`config.mk`:
```
export PLATFORM = sky130hd
export DESIGN_NAME = frame_lock_dpll
export DESIGN_NICKNAME = d
export VERILOG_FILES = /design/src/rtl/fldpll_pkg.sv /design/src/rtl/fldpll_ref_edge.sv /design/src/rtl/fldpll_phase_cmp.sv /design/src/rtl/fldpll_tick_corr.sv /design/src/rtl/fldpll_divider.sv /design/src/rtl/frame_lock_dpll.sv
export SDC_FILE = /design/constraint.sdc
export NUM_CORES = 1
export LEC_CHECK = 0
export ABC_AREA = 1
export BUFFER_PORTS_ARGS = -buffer_cell sky130_fd_sc_hd__buf_4
export CORE_MARGIN = 3
export CORE_UTILIZATION = 60
export DETAILED_ROUTE_END_ITERATION = 7
export PLACE_DENSITY = 0.8
export SYNTH_ARGS = -nofsm -noshare
export SYNTH_HDL_FRONTEND = slang
export SYNTH_SLANG_ARGS = --single-unit
```
`constraint.sdc`:
```
create_clock -name clk -period 2.5 [get_ports clk]
set_clock_uncertainty 0.15 [all_clocks]
set_input_delay 0.125 -clock clk [delete_from_list [all_inputs] [get_ports clk]]
set_output_delay 0.125 -clock clk [all_outputs]
set_load 0.005 [all_outputs]
```
`src/rtl/fldpll_pkg.sv`:
```
`timescale 1ns/1ps
package fldpll_pkg;

  typedef enum logic [1:0] {
    CORR_NONE    = 2'd0,
    CORR_STRETCH = 2'd1,
    CORR_SHRINK  = 2'd2
  } corr_e;

  // Width of the no-correction span in master periods for a given frame divisor.
  function automatic int nocorr_span(input int div_n);
    return (div_n == 256) ? 512 : 4;
  endfunction

endpackage

```
`src/rtl/fldpll_ref_edge.sv`:
```
`timescale 1ns/1ps
module fldpll_ref_edge #(
  parameter int SYNC_STAGES = 2
) (
  input  logic clk,
  input  logic rst_n,
  input  logic ref_i,
  output logic fall_o
);

  localparam int DEPTH = SYNC_STAGES + 1;

  logic [DEPTH-1:0] shift_q;

  always_ff @(posedge clk or negedge rst_n) begin
    if (!rst_n) shift_q <= '1;
    else        shift_q <= {shift_q[DEPTH-2:0], ref_i};
  end

  // Last synchroniser stage is low while the delayed copy is still high.
  assign fall_o = shift_q[DEPTH-1] & ~shift_q[DEPTH-2];

  // one decision per reference edge
  assert_one_decision_R4: assert property (@(posedge clk) disable iff (!rst_n)
    fall_o |=> !fall_o)
    else $error("reference edge produced two consecutive samples");

endmodule

```
`src/rtl/fldpll_phase_cmp.sv`:
```
`timescale 1ns/1ps
module fldpll_phase_cmp
  import fldpll_pkg::*;
(
  input  logic  clk,
  input  logic  rst_n,
  input  logic  fall_i,
  input  logic  free_run_i,
  input  logic  frame_i,
  input  logic  cs_i,
  output logic  req_o,
  output corr_e kind_o
);

  always_ff @(posedge clk or negedge rst_n) begin
    if (!rst_n) begin
      req_o  <= 1'b0;
      kind_o <= CORR_NONE;
    end else begin
      req_o <= fall_i & ~free_run_i & cs_i;
      if (fall_i) kind_o <= frame_i ? CORR_SHRINK : CORR_STRETCH;
    end
  end

  // free-run suppresses every request
  assert_freerun_quiet_R7: assert property (@(posedge clk) disable iff (!rst_n)
    free_run_i |=> !req_o)
    else $error("correction requested in free-run");

  // a request only follows a detected edge
  assert_req_after_edge_R4: assert property (@(posedge clk) disable iff (!rst_n)
    !fall_i |=> !req_o)
    else $error("request without reference edge");

endmodule

```
`src/rtl/fldpll_tick_corr.sv`:
```
`timescale 1ns/1ps
module fldpll_tick_corr
  import fldpll_pkg::*;
(
  input  logic  clk,
  input  logic  rst_n,
  input  logic  tick_i,
  input  logic  req_i,
  input  corr_e kind_i,
  output logic  adv_o
);

  logic  half_q, half_d;
  corr_e pend_q;
  logic  apply;

  // half_q = 0: next tick opens a master period, the only point where a correction lands.
  always_comb begin
    adv_o  = 1'b0;
    half_d = half_q;
    apply  = 1'b0;
    if (tick_i) begin
      if (half_q) begin
        adv_o  = 1'b1;
        half_d = 1'b0;
      end else if (pend_q == CORR_STRETCH) begin
        apply  = 1'b1;            // extra tick: stay in first half
      end else if (pend_q == CORR_SHRINK) begin
        adv_o  = 1'b1;            // skip second half
        apply  = 1'b1;
      end else begin
        half_d = 1'b1;
      end
    end
  end

  always_ff @(posedge clk or negedge rst_n) begin
    if (!rst_n) begin
      half_q <= 1'b0;
      pend_q <= CORR_NONE;
    end else begin
      half_q <= half_d;
      if (req_i)      pend_q <= kind_i;
      else if (apply) pend_q <= CORR_NONE;
    end
  end

  // a pending correction is consumed at the first period boundary
  assert_pend_applied_R5: assert property (@(posedge clk) disable iff (!rst_n)
    (pend_q != CORR_NONE && tick_i && !half_q && !req_i) |=> (pend_q == CORR_NONE))
    else $error("pending correction not applied");

  // no advance without a tick
  assert_adv_needs_tick_R8: assert property (@(posedge clk) disable iff (!rst_n)
    !tick_i |=> $stable(half_q))
    else $error("half-phase moved without tick");

endmodule

```
`src/rtl/fldpll_divider.sv`:
```
`timescale 1ns/1ps
module fldpll_divider #(
  parameter int PRE_DIV   = 8,
  parameter int DIV_N     = 193,
  parameter int NOCORR_MP = 4
) (
  input  logic clk,
  input  logic rst_n,
  input  logic adv_i,
  output logic line_clk_o,
  output logic frame_o,
  output logic cs_o
);

  localparam int FRAME_MP = PRE_DIV * DIV_N;
  localparam int EDGE_MP  = FRAME_MP / 2;
  localparam int WIN_LO   = EDGE_MP - NOCORR_MP / 2;
  localparam int WIN_HI   = EDGE_MP + NOCORR_MP / 2;
  localparam int MW       = $clog2(PRE_DIV);
  localparam int FW       = $clog2(DIV_N);
  localparam int PW       = $clog2(FRAME_MP);
  localparam bit POW2     = (PRE_DIV & (PRE_DIV - 1)) == 0;

  logic [MW-1:0] m_q;
  logic [FW-1:0] f_q;
  logic [PW-1:0] pos;

  always_ff @(posedge clk or negedge rst_n) begin
    if (!rst_n) begin
      m_q <= '0;
      f_q <= '0;
    end else if (adv_i) begin
      if (m_q == MW'(PRE_DIV - 1)) begin
        m_q <= '0;
        f_q <= (f_q == FW'(DIV_N - 1)) ? '0 : f_q + 1'b1;
      end else begin
        m_q <= m_q + 1'b1;
      end
    end
  end

  generate
    if (POW2) begin : g_concat
      assign pos = PW'({f_q, m_q});
    end else begin : g_mul
      assign pos = PW'(f_q) * PW'(PRE_DIV) + PW'(m_q);
    end
  endgenerate

  assign line_clk_o = (m_q < MW'(PRE_DIV / 2));
  assign frame_o    = (pos < PW'(EDGE_MP));
  assign cs_o       = !((pos >= PW'(WIN_LO)) && (pos < PW'(WIN_HI)));

  // counters hold while no advance
  assert_hold_without_adv_R8: assert property (@(posedge clk) disable iff (!rst_n)
    !adv_i |=> ($stable(m_q) && $stable(f_q)))
    else $error("divider moved without advance");

  // frame edge lies inside the no-correction span
  assert_edge_in_window_R3: assert property (@(posedge clk) disable iff (!rst_n)
    $fell(frame_o) |-> !cs_o)
    else $error("frame edge outside window");

  // frame counter stays within its divisor
  assert_frame_range_R2: assert property (@(posedge clk) disable iff (!rst_n)
    int'(f_q) < DIV_N)
    else $error("frame counter out of range");

endmodule

```
`src/rtl/frame_lock_dpll.sv`:
```
`timescale 1ns/1ps
module frame_lock_dpll #(
  parameter int DIV_N       = 193,
  parameter int PRE_DIV     = 8,
  parameter int NOCORR_MP   = fldpll_pkg::nocorr_span(DIV_N),
  parameter int SYNC_STAGES = 2
) (
  input  logic clk,
  input  logic rst_n,
  input  logic tick2x_en,
  input  logic ref_8k,
  input  logic free_run,
  output logic line_clk,
  output logic frame_8k,
  output logic cs_win
);
  import fldpll_pkg::*;

  logic  ref_fall;
  logic  corr_req;
  corr_e corr_kind;
  logic  advance;

  fldpll_ref_edge #(.SYNC_STAGES(SYNC_STAGES)) u_edge (
    .clk    (clk),
    .rst_n  (rst_n),
    .ref_i  (ref_8k),
    .fall_o (ref_fall)
  );

  fldpll_phase_cmp u_cmp (
    .clk        (clk),
    .rst_n      (rst_n),
    .fall_i     (ref_fall),
    .free_run_i (free_run),
    .frame_i    (frame_8k),
    .cs_i       (cs_win),
    .req_o      (corr_req),
    .kind_o     (corr_kind)
  );

  fldpll_tick_corr u_corr (
    .clk    (clk),
    .rst_n  (rst_n),
    .tick_i (tick2x_en),
    .req_i  (corr_req),
    .kind_i (corr_kind),
    .adv_o  (advance)
  );

  fldpll_divider #(
    .PRE_DIV   (PRE_DIV),
    .DIV_N     (DIV_N),
    .NOCORR_MP (NOCORR_MP)
  ) u_div (
    .clk        (clk),
    .rst_n      (rst_n),
    .adv_i      (advance),
    .line_clk_o (line_clk),
    .frame_o    (frame_8k),
    .cs_o       (cs_win)
  );

  // line clock falls only at a divider advance
  assert_line_fall_on_adv_R1: assert property (@(posedge clk) disable iff (!rst_n)
    !advance |=> !$fell(line_clk))
    else $error("line clock fell without advance");

endmodule

```
==> impl_metrics.ini <==
[synthesis]
synthXorXnorAreaFrac_pct = 3.35
avgSynthCellArea_um2 = 8.24
synth_compound_area_share_pct = 6.34
ys.warnings.count = 0
synth_edf_count = 0
synthMuxAreaShare_pct = 0
synth_seq_cells = 20
synthArstFlopShare_pct = 100
synth_cells = 127
synthAdderAreaFrac_pct = 7.18
synth_top_area_cell = dfrtp_1
netlist_area_mm2 = 0.00105
synthSimpleGateAreaFrac_pct = 28.1
synth_top_family_by_area = simple AND/OR/NAND/NOR gates
synth_top_area_share_pct = 40.7
yosysSeqAreaShare_pct = 48.2
syn-num-nets = 138
synth_area_leaders = dfrtp_1 (41%), nand2_1 (14%), dfstp_2 (7.5%)
synth.most_common_cell = nand2_1
synth_ff_type = dfrtp_1
synthTopCellsByCount = nand2_1 (38), inv_1 (18), dfrtp_1 (17)
ys_types = 18

[clock_network]
clk_latency_ns = 0.30
cts-root-buf = clkbuf_4
clkSlewWorstSetupHoldPaths_ns = 0.11
cts-htree-levels = 1
clock_sinks = 20
ctsLongestPathBuffers = 2
post_cts_buffers = 0
cts_resized = 0
cts_tree = built
numCtsBuffers = 3
hold_buffers = 4

[timing]
slew_headroom_pct = 82.5
fin_ws_ns = 0.698
rsz0062_at_grt = no
drv_slew = 0
hold_ws_ns = 0.0756
max_clock_freq_ghz = 0.555
fin_crit_ns = 1.80
tightestPinTransition_ns = 0.261
setup_violations = 0
fin_crit_sh_pct = 72.1
tns_ns = 0
hold_violations = 0

[floorplanning]
rows = 14
die_h_um = 47.8
core-area_mm2 = 0.00158
boundaryPins = 8
start_util_pct = 66.3
fp.dieW_um = 47.8
die_area_mm2 = 0.00228

[setup_path]
end_kind = output port
worstPathMaxFanout = 6
cp.required_ns = 2.23
crit_arrival_ns = 1.53
cp-start-kind = flop
critPathKind = reg2out

[power]
peakVddDrop_uv = 672
power_frac_clock_pct = 15.8
p_leak_uw = 0.000641
p_seq_share_pct = 46.0
internal-power_uw = 704
power.density_mw_per_mm2 = 968
switching_share_pct = 39.1
p_sw_uw = 452
combPwrFrac_pct = 38.2

[global_route]
grt_max_degree = 21
grt_usage_pct = 19.8
grt_pass1_wl_um = 3080
overflow = 0
antenna_found_initial = 0
grt_pass1_vias = 772

[job]
max_cap_viol_count = 0

[place]
portBuffers = 7
hpwl_um = 1440
gp_congestion = 0.853
place_area_mm2 = 0.00112
pre_cts_ws_ns = 0.970

[cells_and_area]
finalNetCount = 154
drive_gt1_share_pct = 14.1
syn_to_final_growth_pct = 14.2
antenna_cells = 0
finish.instance_area_mm2 = 0.00119

[detailed_routing]
dr.first_iter.drc_count = 23
ant_nets = 0
vias = 832
totalWireLength_um = 1840
wl_per_cell_um = 11.7
drc = 0
first_pass_iters = 5
viasPerCell = 5.27

[hold_path]
hold_path_class = in2async

[status]
run_status = complete, no violations
==> logic make-up (layout without fill, tap and decap cells) <==
family / Yosys count / after routing
simple gates: 67 / 67
flops: 20 / 20
buf+inv: 19 / 34
compound gates: 11 / 11
fa+ha+maj: 6 / 6
xor+xnor: 4 / 4
==> sequential cells by signal (all words and copies together), names as in the netlist <==
register        flops
u_cmp.kind_o        2
u_corr.pend_q       2
u_edge.shift_q      3
u_div.f_q           8
u_div.m_q           3
u_cmp.req_o         1
u_corr.half_q       1
==> routing by layer <==
layer | global-route usage, % | share of wire [%] | up-vias
met1 | 23.8 | 46 | 385
met3 | 7.89 | 4.7 | 5
met4 | 6.99 | 1.3 | 0
met5 | 0 | 0 | -
met2 | 31.9 | 48 | 18
li1 | - | - | 424
==> layout make-up <==
type,count,area (um^2)
flip-flops and latches,20,504
multi-input cells,88,470
fillers,99,382
repair buffers,11,92.6
inverters,19,71.3
clock buffers,4,36.3
well taps,16,20.0
==> power by group through the flow <==
stage / sequential (uW) / combinational, uW / clock, uW
3_3_place_gp: 533 / 415 / 0
3_5_place_dp: 537 / 436 / 0
5_1_grt: 545 / 508 / 207
6_report: 532 / 442 / 183
2_1_floorplan: 514 / 338 / 0
4_1_cts: 530 / 444 / 194
==> worst paths after layout <==
path                              startpoint           endpoint  slack (ns)  depth (start not counted)
max                             u_div.f_q[0]           frame_8k        0.70                          8
min                                    rst_n    u_cmp.kind_o[1]        0.08                          2
max reg2reg                     u_div.m_q[1]       u_div.f_q[3]        0.94                          6
min reg2reg                u_edge.shift_q[0]  u_edge.shift_q[1]        0.22                          0
max in group asynchronous              rst_n  u_edge.shift_q[1]        1.86                          2
min in group clk           u_edge.shift_q[0]  u_edge.shift_q[1]        0.22                          0
==> worst max-delay path: stages (launching register included) <==
cell and delay [ns]:
dfrtp_1 0.39, inv_1 0.15, ha_1 0.18, nand2_1 0.07, inv_1 0.08, nand3_1 0.09, nand2_1 0.10, inv_1 0.04
buf_4 0.12
==> metrics by stage <==
stage	cells	power [uW]	utilization [%]
after detailed placement	150	973	71.0
after global placement	150	948	71.0
final	158	1160	75.8
after CTS	158	1170	75.8
after floorplan	127	852	-
after global routing	158	1260	75.8
==> cell usage in the layout (no fill, tap or decap), drive strengths merged <==
cell	instances
clkbuf	4
buf	7
nor3	2
o21ai	9
nand2	40
or2	1
nand3	11
inv	19
a21oi	2
nor2	12
xor2	4
ha	6
dfstp	3
dlygate4sd3	4
dfrtp	17
nand4	1
Note: power is estimated with default switching activity, not from simulation.
